## src/rtl/slot_pkg.sv

```systemverilog
package slot_pkg;
  localparam int ID_DEP_BIT  = 0;
  localparam int ID_PEND_BIT = 1;
  localparam int ID_COMP_LSB = 2;
  localparam int ST_OCC_BIT  = 0;
  localparam int ST_COMP_LSB = 1;

  typedef enum logic {
    TABLE_A = 1'b0,
    TABLE_B = 1'b1
  } table_e;
endpackage

```

## src/rtl/slot_health.sv

```systemverilog
module slot_health
  import slot_pkg::*;
#(
  parameter int NISSUE = 4,
  parameter int NCOMP = 9,
  parameter int MUL_COMP = 5,
  parameter logic [NISSUE-1:0] COMPLEX_MASK = 4'b0011,
  localparam int ST_W = NCOMP + 1
) (
  input  logic [NISSUE*ST_W-1:0]  status,
  output logic [NISSUE*NCOMP-1:0] unavail,
  output logic [NISSUE-1:0]       occ
);
  localparam logic [NCOMP-1:0] MUL_BIT = NCOMP'(1) << MUL_COMP;

  for (genvar g = 0; g < NISSUE; g++) begin : g_slot
    logic [NCOMP-1:0] fault;
    assign fault  = status[g*ST_W+ST_COMP_LSB +: NCOMP];
    assign occ[g] = status[g*ST_W+ST_OCC_BIT];
    if (COMPLEX_MASK[g]) begin : g_cplx
      assign unavail[g*NCOMP +: NCOMP] = fault;
    end else begin : g_simple
      assign unavail[g*NCOMP +: NCOMP] = fault | MUL_BIT;
    end
  end
endmodule

```

## src/rtl/slot_fit_pass.sv

```systemverilog
module slot_fit_pass
  import slot_pkg::*;
#(
  parameter int NISSUE = 4,
  parameter int NCOMP = 9,
  parameter logic BANK = 1'b0,
  localparam int ID_W = NCOMP + 2,
  localparam int IDX_W = $clog2(NISSUE),
  localparam int SEL_W = IDX_W + 2
) (
  input  logic [NISSUE*ID_W-1:0]  ids_in,
  input  logic [NISSUE*NCOMP-1:0] unavail,
  input  logic [NISSUE-1:0]       occ_in,
  input  logic [NISSUE*SEL_W-1:0] sel_in,
  output logic [NISSUE*ID_W-1:0]  ids_out,
  output logic [NISSUE-1:0]       occ_out,
  output logic [NISSUE*SEL_W-1:0] sel_out
);
  logic [NCOMP-1:0] need;
  logic             done;

  always_comb begin
    ids_out = ids_in;
    occ_out = occ_in;
    sel_out = sel_in;
    need    = '0;
    done    = 1'b0;
    for (int i = 0; i < NISSUE; i++) begin
      need = ids_in[i*ID_W+ID_COMP_LSB +: NCOMP];
      done = !ids_in[i*ID_W+ID_PEND_BIT];
      for (int j = 0; j < NISSUE; j++) begin
        if (!done && !occ_out[j] && ((need & unavail[j*NCOMP +: NCOMP]) == '0)) begin
          occ_out[j]                    = 1'b1;
          ids_out[i*ID_W+ID_PEND_BIT]   = 1'b0;
          sel_out[j*SEL_W +: SEL_W]     = {1'b0, BANK, IDX_W'(i)};
          done                          = 1'b1;
        end
      end
    end
  end
endmodule

```

## src/rtl/slot_sched.sv

```systemverilog
module slot_sched
  import slot_pkg::*;
#(
  parameter int NISSUE = 4,
  parameter int NCOMP = 9,
  parameter int MUL_COMP = 5,
  parameter logic [NISSUE-1:0] COMPLEX_MASK = 4'b0011,
  localparam int ID_W = NCOMP + 2,
  localparam int ST_W = NCOMP + 1,
  localparam int SEL_W = $clog2(NISSUE) + 2
) (
  input  logic                    clk,
  input  logic                    rst_n,
  input  logic                    in_valid,
  input  logic [NISSUE*ID_W-1:0]  in_ids_a,
  input  logic [NISSUE*ID_W-1:0]  in_ids_b,
  input  logic [NISSUE*ST_W-1:0]  in_status,
  output logic                    out_valid,
  output logic [NISSUE*ID_W-1:0]  out_ids_a,
  output logic [NISSUE*ID_W-1:0]  out_ids_b,
  output logic [NISSUE-1:0]       out_occupied,
  output logic [NISSUE*SEL_W-1:0] out_sel
);
  logic [NISSUE*NCOMP-1:0] unavail;
  logic [NISSUE-1:0]       status_occ;
  logic [NISSUE-1:0]       occ_mid, occ_fin;
  logic [NISSUE*SEL_W-1:0] sel_mid, sel_fin;
  logic [NISSUE*ID_W-1:0]  ids_a_nx, ids_b_nx;

  slot_health #(
    .NISSUE(NISSUE), .NCOMP(NCOMP), .MUL_COMP(MUL_COMP), .COMPLEX_MASK(COMPLEX_MASK)
  ) u_health (
    .status(in_status), .unavail(unavail), .occ(status_occ)
  );

  slot_fit_pass #(.NISSUE(NISSUE), .NCOMP(NCOMP), .BANK(TABLE_A)) u_pass_a (
    .ids_in(in_ids_a), .unavail(unavail), .occ_in(status_occ), .sel_in('1),
    .ids_out(ids_a_nx), .occ_out(occ_mid), .sel_out(sel_mid)
  );

  slot_fit_pass #(.NISSUE(NISSUE), .NCOMP(NCOMP), .BANK(TABLE_B)) u_pass_b (
    .ids_in(in_ids_b), .unavail(unavail), .occ_in(occ_mid), .sel_in(sel_mid),
    .ids_out(ids_b_nx), .occ_out(occ_fin), .sel_out(sel_fin)
  );

  always_ff @(posedge clk) begin
    if (!rst_n) begin
      out_valid    <= 1'b0;
      out_ids_a    <= '0;
      out_ids_b    <= '0;
      out_occupied <= '0;
      out_sel      <= '1;
    end else begin
      out_valid <= in_valid;
      if (in_valid) begin
        out_ids_a    <= ids_a_nx;
        out_ids_b    <= ids_b_nx;
        out_occupied <= occ_fin;
        out_sel      <= sel_fin;
      end
    end
  end
endmodule

```

## config.mk

```make
export PLATFORM = sky130hd
export DESIGN_NAME = slot_sched
export DESIGN_NICKNAME = d
export VERILOG_FILES = /design/src/rtl/slot_pkg.sv /design/src/rtl/slot_health.sv /design/src/rtl/slot_fit_pass.sv /design/src/rtl/slot_sched.sv
export SDC_FILE = /design/constraint.sdc
export NUM_CORES = 1
export LEC_CHECK = 0
export ABC_AREA = 1
export BUFFER_PORTS_ARGS = -buffer_cell sky130_fd_sc_hd__clkbuf_2
export CORE_MARGIN = 1.5
export CORE_UTILIZATION = 32
export CTS_BUF_LIST = sky130_fd_sc_hd__clkbuf_8
export DETAILED_ROUTE_END_ITERATION = 10
export RECOVER_POWER = 50
export SLEW_MARGIN = 30
export SYNTH_ARGS = -nofsm -noshare
export SYNTH_HDL_FRONTEND = slang
export SYNTH_SLANG_ARGS = --single-unit
```

## constraint.sdc

```tcl
create_clock -name clk -period 5.5 [get_ports clk]
set_input_delay 0.55 -clock clk [delete_from_list [all_inputs] [get_ports clk]]
set_output_delay 0.55 -clock clk [all_outputs]
set_load 0.03 [all_outputs]
```

# Yosys cells after proc, flatten, opt, wreduce, memory -nomap -nowiden
# Index checks and enable logic that the tools add are counted.
dict set report totals {
  regBits 109
  output_inout_bits 109
  in_bits 131
  wordCells 317
}
dict set report op_classes {
  n_mux 120
  reduce_logical 160
  bitwise_logic 32
}
# cell n
set ops {}
lappend ops {{$and A9 B9 Y9} 32}
lappend ops {{$logic_not A9 Y1} 32}
lappend ops {{$mux W4} 32}
lappend ops {{$mux W1} 88}
lappend ops {{$logic_and A1 B1 Y1} 64}
lappend ops {{$logic_not A1 Y1} 64}

# Longest topological paths before layout
dict set report depth {
  ltp_word 44
  ltp_mapped 24
}

# Hierarchy
# From an unflattened synthesis, not the netlist that was laid out.
dict set report hier_totals {
  cells_unflattened 1490
  hier_area_um2 8582.0
}
# mod cells_each area_each_um2 n_inst
set modules_own_cells {}
lappend modules_own_cells {slot_sched 656 4361.7 1}
lappend modules_own_cells {{slot_fit_pass at u_pass_a} 401 2009.4 1}
lappend modules_own_cells {{slot_fit_pass at u_pass_b} 392 1906.8 1}
lappend modules_own_cells {slot_health 41 304.0 1}

# Worst setup path after synthesis
# OpenSTA, ideal clock, no wires.
dict set report synth_timing {
  path_kind {input -> register}
  start {input port in_status[9]}
  end {register out_sel[15]}
  t_required_ns 5.385
  t_arrival_ns 2.362
  setup_slack_ns 3.023
  path_stages 23
  setup_ns 0.115
  cell_sequence {buf_6 nand2_1 nand2_1 nor2_2 nand3_4 nand3_1 nand2_1 o21ai_2 nor2_4 nand2_2 nand3_2 inv_2 nand2_1 nand3_2 nand2_2 inv_2 nand2_2 a21oi_4 nand2_2 nand2_1 nor2_1 nand2_1 nand2_1}
}
dict set report synth_between {
  elab_chain_cells 44
  elab_cells_between_ends 191
}
# item line
set synth_rtl {}
lappend synth_rtl {{start: declaration} slot_sched.sv:17} ;# input logic [NISSUE*ST_W-1:0] in_status,
lappend synth_rtl {{$and A9 B9 Y9} slot_fit_pass.sv:32} ;# if (!done && !occ_out[j] && ((need & unavail[j*NCOMP +: NCOMP]) == '0)) begin
lappend synth_rtl {{$logic_not A9 Y1} slot_fit_pass.sv:32}
lappend synth_rtl {{$logic_and A1 B1 Y1} slot_fit_pass.sv:32}
lappend synth_rtl {{$mux W1} slot_fit_pass.sv:32}
lappend synth_rtl {{$logic_not A1 Y1} slot_fit_pass.sv:32}
lappend synth_rtl {{$logic_and A1 B1 Y1 (2 in series)} slot_fit_pass.sv:32}
lappend synth_rtl {{$mux W1} slot_fit_pass.sv:32}
lappend synth_rtl {{$logic_not A1 Y1} slot_fit_pass.sv:32}
lappend synth_rtl {{[24 not listed]} -}
lappend synth_rtl {{$logic_and A1 B1 Y1 (2 in series)} slot_fit_pass.sv:32}
lappend synth_rtl {{$mux W1} slot_fit_pass.sv:32}
lappend synth_rtl {{$logic_not A1 Y1} slot_fit_pass.sv:32}
lappend synth_rtl {{$logic_and A1 B1 Y1 (2 in series)} slot_fit_pass.sv:32}
lappend synth_rtl {{$mux W1} slot_fit_pass.sv:32}
lappend synth_rtl {{$logic_not A1 Y1} slot_fit_pass.sv:32}
lappend synth_rtl {{$logic_and A1 B1 Y1 (2 in series)} slot_fit_pass.sv:32}
lappend synth_rtl {{$mux W4 *} slot_fit_pass.sv:32}
lappend synth_rtl {{end signal: assignment} slot_sched.sv:59} ;# out_sel <= sel_fin;
lappend synth_rtl {{end: declaration} slot_sched.sv:22} ;# output logic [NISSUE*SEL_W-1:0] out_sel
# Every way passes the cells marked *; elsewhere a longest branch is shown, timed or not.
# A chain may end at the register's enable or synchronous reset.

==> impl_metrics.json <==
{
  "power_frac_comb": 0.271,
  "mostFrequentLayoutCell": "nand2_1",
  "ir_worst_vdd_uv": 97.9,
  "layout.cells.non_filler": 1396,
  "start_util": 0.324,
  "switchingPower_mw": 0.703,
  "skew_ns": 0,
  "endpoint_kind": "flip-flop",
  "core_sq_um": 19400,
  "fin_crit_sh": 0.532,
  "drt_iter0_drc": 634,
  "critPathLaunchType": "input port",
  "drc": 0,
  "yosysWarnings": 0,
  "grt_overflow": 0,
  "die_y_microns": 143,
  "wirelength_microns": 28700,
  "violations": "capacitance limit, slew limit",
  "required_ns": 5.80,
  "slew_headroom": -0.256,
  "synth-edff-count": 0,
  "num_vias": 7432,
  "synth_nets": 1041,
  "top_usage_layer": "met2",
  "fp.dieW_microns": 143,
  "maxSlewViolCount": 48,
  "dp_cells": 1380,
  "multi_input_area_sq_um": 3530,
  "switching_share": 0.370,
  "path_cells": "clkbuf_2, nand2_1, clkbuf_1, clkinv_1, buf_4, a22o_1",
  "area_growth_syn_to_layout_pct": 23.4,
  "cts-root-buf": "clkbuf_8",
  "critPathBufInv": 4,
  "status": "complete, but fails checks",
  "placementRows": 51,
  "p_leak_nw": 3.67,
  "h-tree-depth": 3,
  "async_reset_ff_frac": 0,
  "hold_viol_final": 0,
  "worstPathArrival_ns": 3.23,
  "clock_latency_ns": 0.40,
  "grt_max_degree": 58,
  "synth_flop_cell": "dfxtp_1",
  "cts_made_buffers": 9,
  "syn_area_per_cell_sq_um": 6.91,
  "routedWlPerCell_microns": 20.6,
  "synth_cell_type_count": 50,
  "drive_gt1_frac": 0.194,
  "tns_ns": 0,
  "synth_cells": 910,
  "cp_max_fo": 47,
  "postPlaceCellArea_sq_um": 7700,
  "cts_max_path_buffers": 2,
  "cts_resized": 0,
  "portBuffers": 237,
  "dr.pass1.iters": 8,
  "grt_util_met1": 0.376,
  "postCtsSetupBuffers": 0,
  "synth_seq_cells": 109,
  "grt_usage": 0.285,
  "grt_pass1_wl_microns": 42800,
  "rsz0062_at_grt": "false",
  "use_met3": 0.0721,
  "vias_per_cell": 5.32,
  "grtUsageMet2": 0.431,
  "clkPwrFrac": 0.275,
  "clock_sinks": 109,
  "path_clk_slew_ns": 0.12,
  "seq_area_frac_synth": 0.347,
  "cp_slowest_stage_delay_ns": 1.35,
  "max_freq_mhz": 342,
  "routabilityCongestion": 0.983,
  "pin_count": 240,
  "p_seq_frac": 0.454,
  "grt_pass1_vias": 7071,
  "powerDensity_nw_per_um2": 245,
  "stdcell_area_sq_um": 7760,
  "nets": 1257,
  "tightest_slew_ns": 1.88,
  "cts_hold_buf": 0,
  "final_cell_mix": "nand2_1, clkbuf_2, dfxtp_1, clkbuf_1, inv_1",
  "cts_tree": "done",
  "regArea_sq_um": 2180,
  "cp_slowest_cell": "clkbuf_1",
  "syn_area_sq_um": 6290,
  "grt_antenna_before_repair": 1,
  "antennaDiodeCount": 0,
  "fp.dieArea_sq_um": 20500,
  "intPower_mw": 1.20,
  "maxCapViolCount": 1,
  "hold_class": "input port to flip-flop",
  "detail-route-antenna-nets": 0,
  "crit_family": "buffers and inverters",
  "power.total_mw": 1.90,
  "path_class": "input port to flip-flop",
  "dpl.hpwl_microns": 22200,
  "fill_cells": 2226,
  "setup_viol": 0,
  "fin_crit_ns": 2.93
}
==> kinds of logic after synthesis <==
logic type,after synthesis,share of synthesized area
simple gates,427,0.319
compound gates,224,0.240
buf+inv,150,0.0947
flops,109,0.347
==> per-layer routing <==
layer | vias to the layer above | part of all wire
met5 | - | 0.00035
met3 | 89 | 0.10
met2 | 472 | 0.43
met4 | 2 | 0.045
met1 | 3361 | 0.42
li1 | 3508 | -
==> stage by stage <==
step | hold WS [ns] | setup slack (ns) | util
final | 0.360 | 2.57 | 0.400
after global routing | 0.351 | 2.26 | 0.400
after CTS | 0.336 | 2.80 | 0.407
after detailed placement | 0.435 | 2.36 | 0.397
after global placement | 0.430 | 2.40 | 0.396
after floorplan | 0.576 | 3.02 | -
==> final timing paths <==
check                   to     startpoint  slack [ns]  depth (start not counted)
max          out_ids_a[25]       in_valid        2.57                          6
min          out_ids_b[22]   in_ids_b[22]        0.36                          2
max reg2reg     out_sel[1]     out_sel[1]        4.78                          2
min reg2reg  out_ids_b[29]  out_ids_b[29]        0.45                          2
==> power groups by stage <==
| stage | Combinational [mW] | Sequential (mW) | Clock (mW) |
|---|---|---|---|
| finish | 0.515 | 0.863 | 0.523 |
| global route | 0.555 | 0.869 | 0.569 |
| CTS | 0.519 | 0.863 | 0.538 |
| detailed placement | 0.518 | 0.881 | 0 |
| global placement | 0.518 | 0.880 | 0 |
| floorplan | 0.213 | 0.973 | 0 |
==> cell usage after synthesis, drive strengths merged, types with 2 or more instances <==
library cell | n | area (sq um)
a22o | 37 | 324
dfxtp | 109 | 2180
clkbuf | 27 | 101
inv | 107 | 402
clkinv | 4 | 15.0
nand4 | 17 | 106
o22ai | 22 | 138
nor4 | 4 | 25.0
a21boi | 3 | 22.5
a21oi | 43 | 241
nor3 | 7 | 45.0
a31oi | 2 | 12.5
o2111ai | 6 | 52.6
a221oi | 10 | 87.6
o41ai | 3 | 26.3
nand3 | 48 | 340
o211ai | 2 | 15.0
a2111oi | 7 | 67.6
o221ai | 5 | 43.8
a221o | 2 | 20.0
o21ai | 74 | 378
nor2 | 55 | 282
a32o | 2 | 20.0
o31ai | 3 | 22.5
buf | 12 | 77.6
nand3b | 5 | 66.3
nand2 | 288 | 1120
==> area by class of cell <==
class / instances / share of cell area
Clock inverter: 7 / 0.0103
Multi-Input combinational cell: 651 / 0.454
Tap cell: 265 / 0.0427
Clock buffer: 9 / 0.0160
Sequential cell: 109 / 0.281
Inverter: 111 / 0.0537
Timing Repair Buffer: 244 / 0.142
==> registers in the layout (all words and copies together) (netlist names) <==
signal / count
out_ids_a: 44
out_ids_b: 44
out_occupied: 4
out_sel: 16
out_valid: 1
Note: power is estimated with default switching activity, not from simulation.
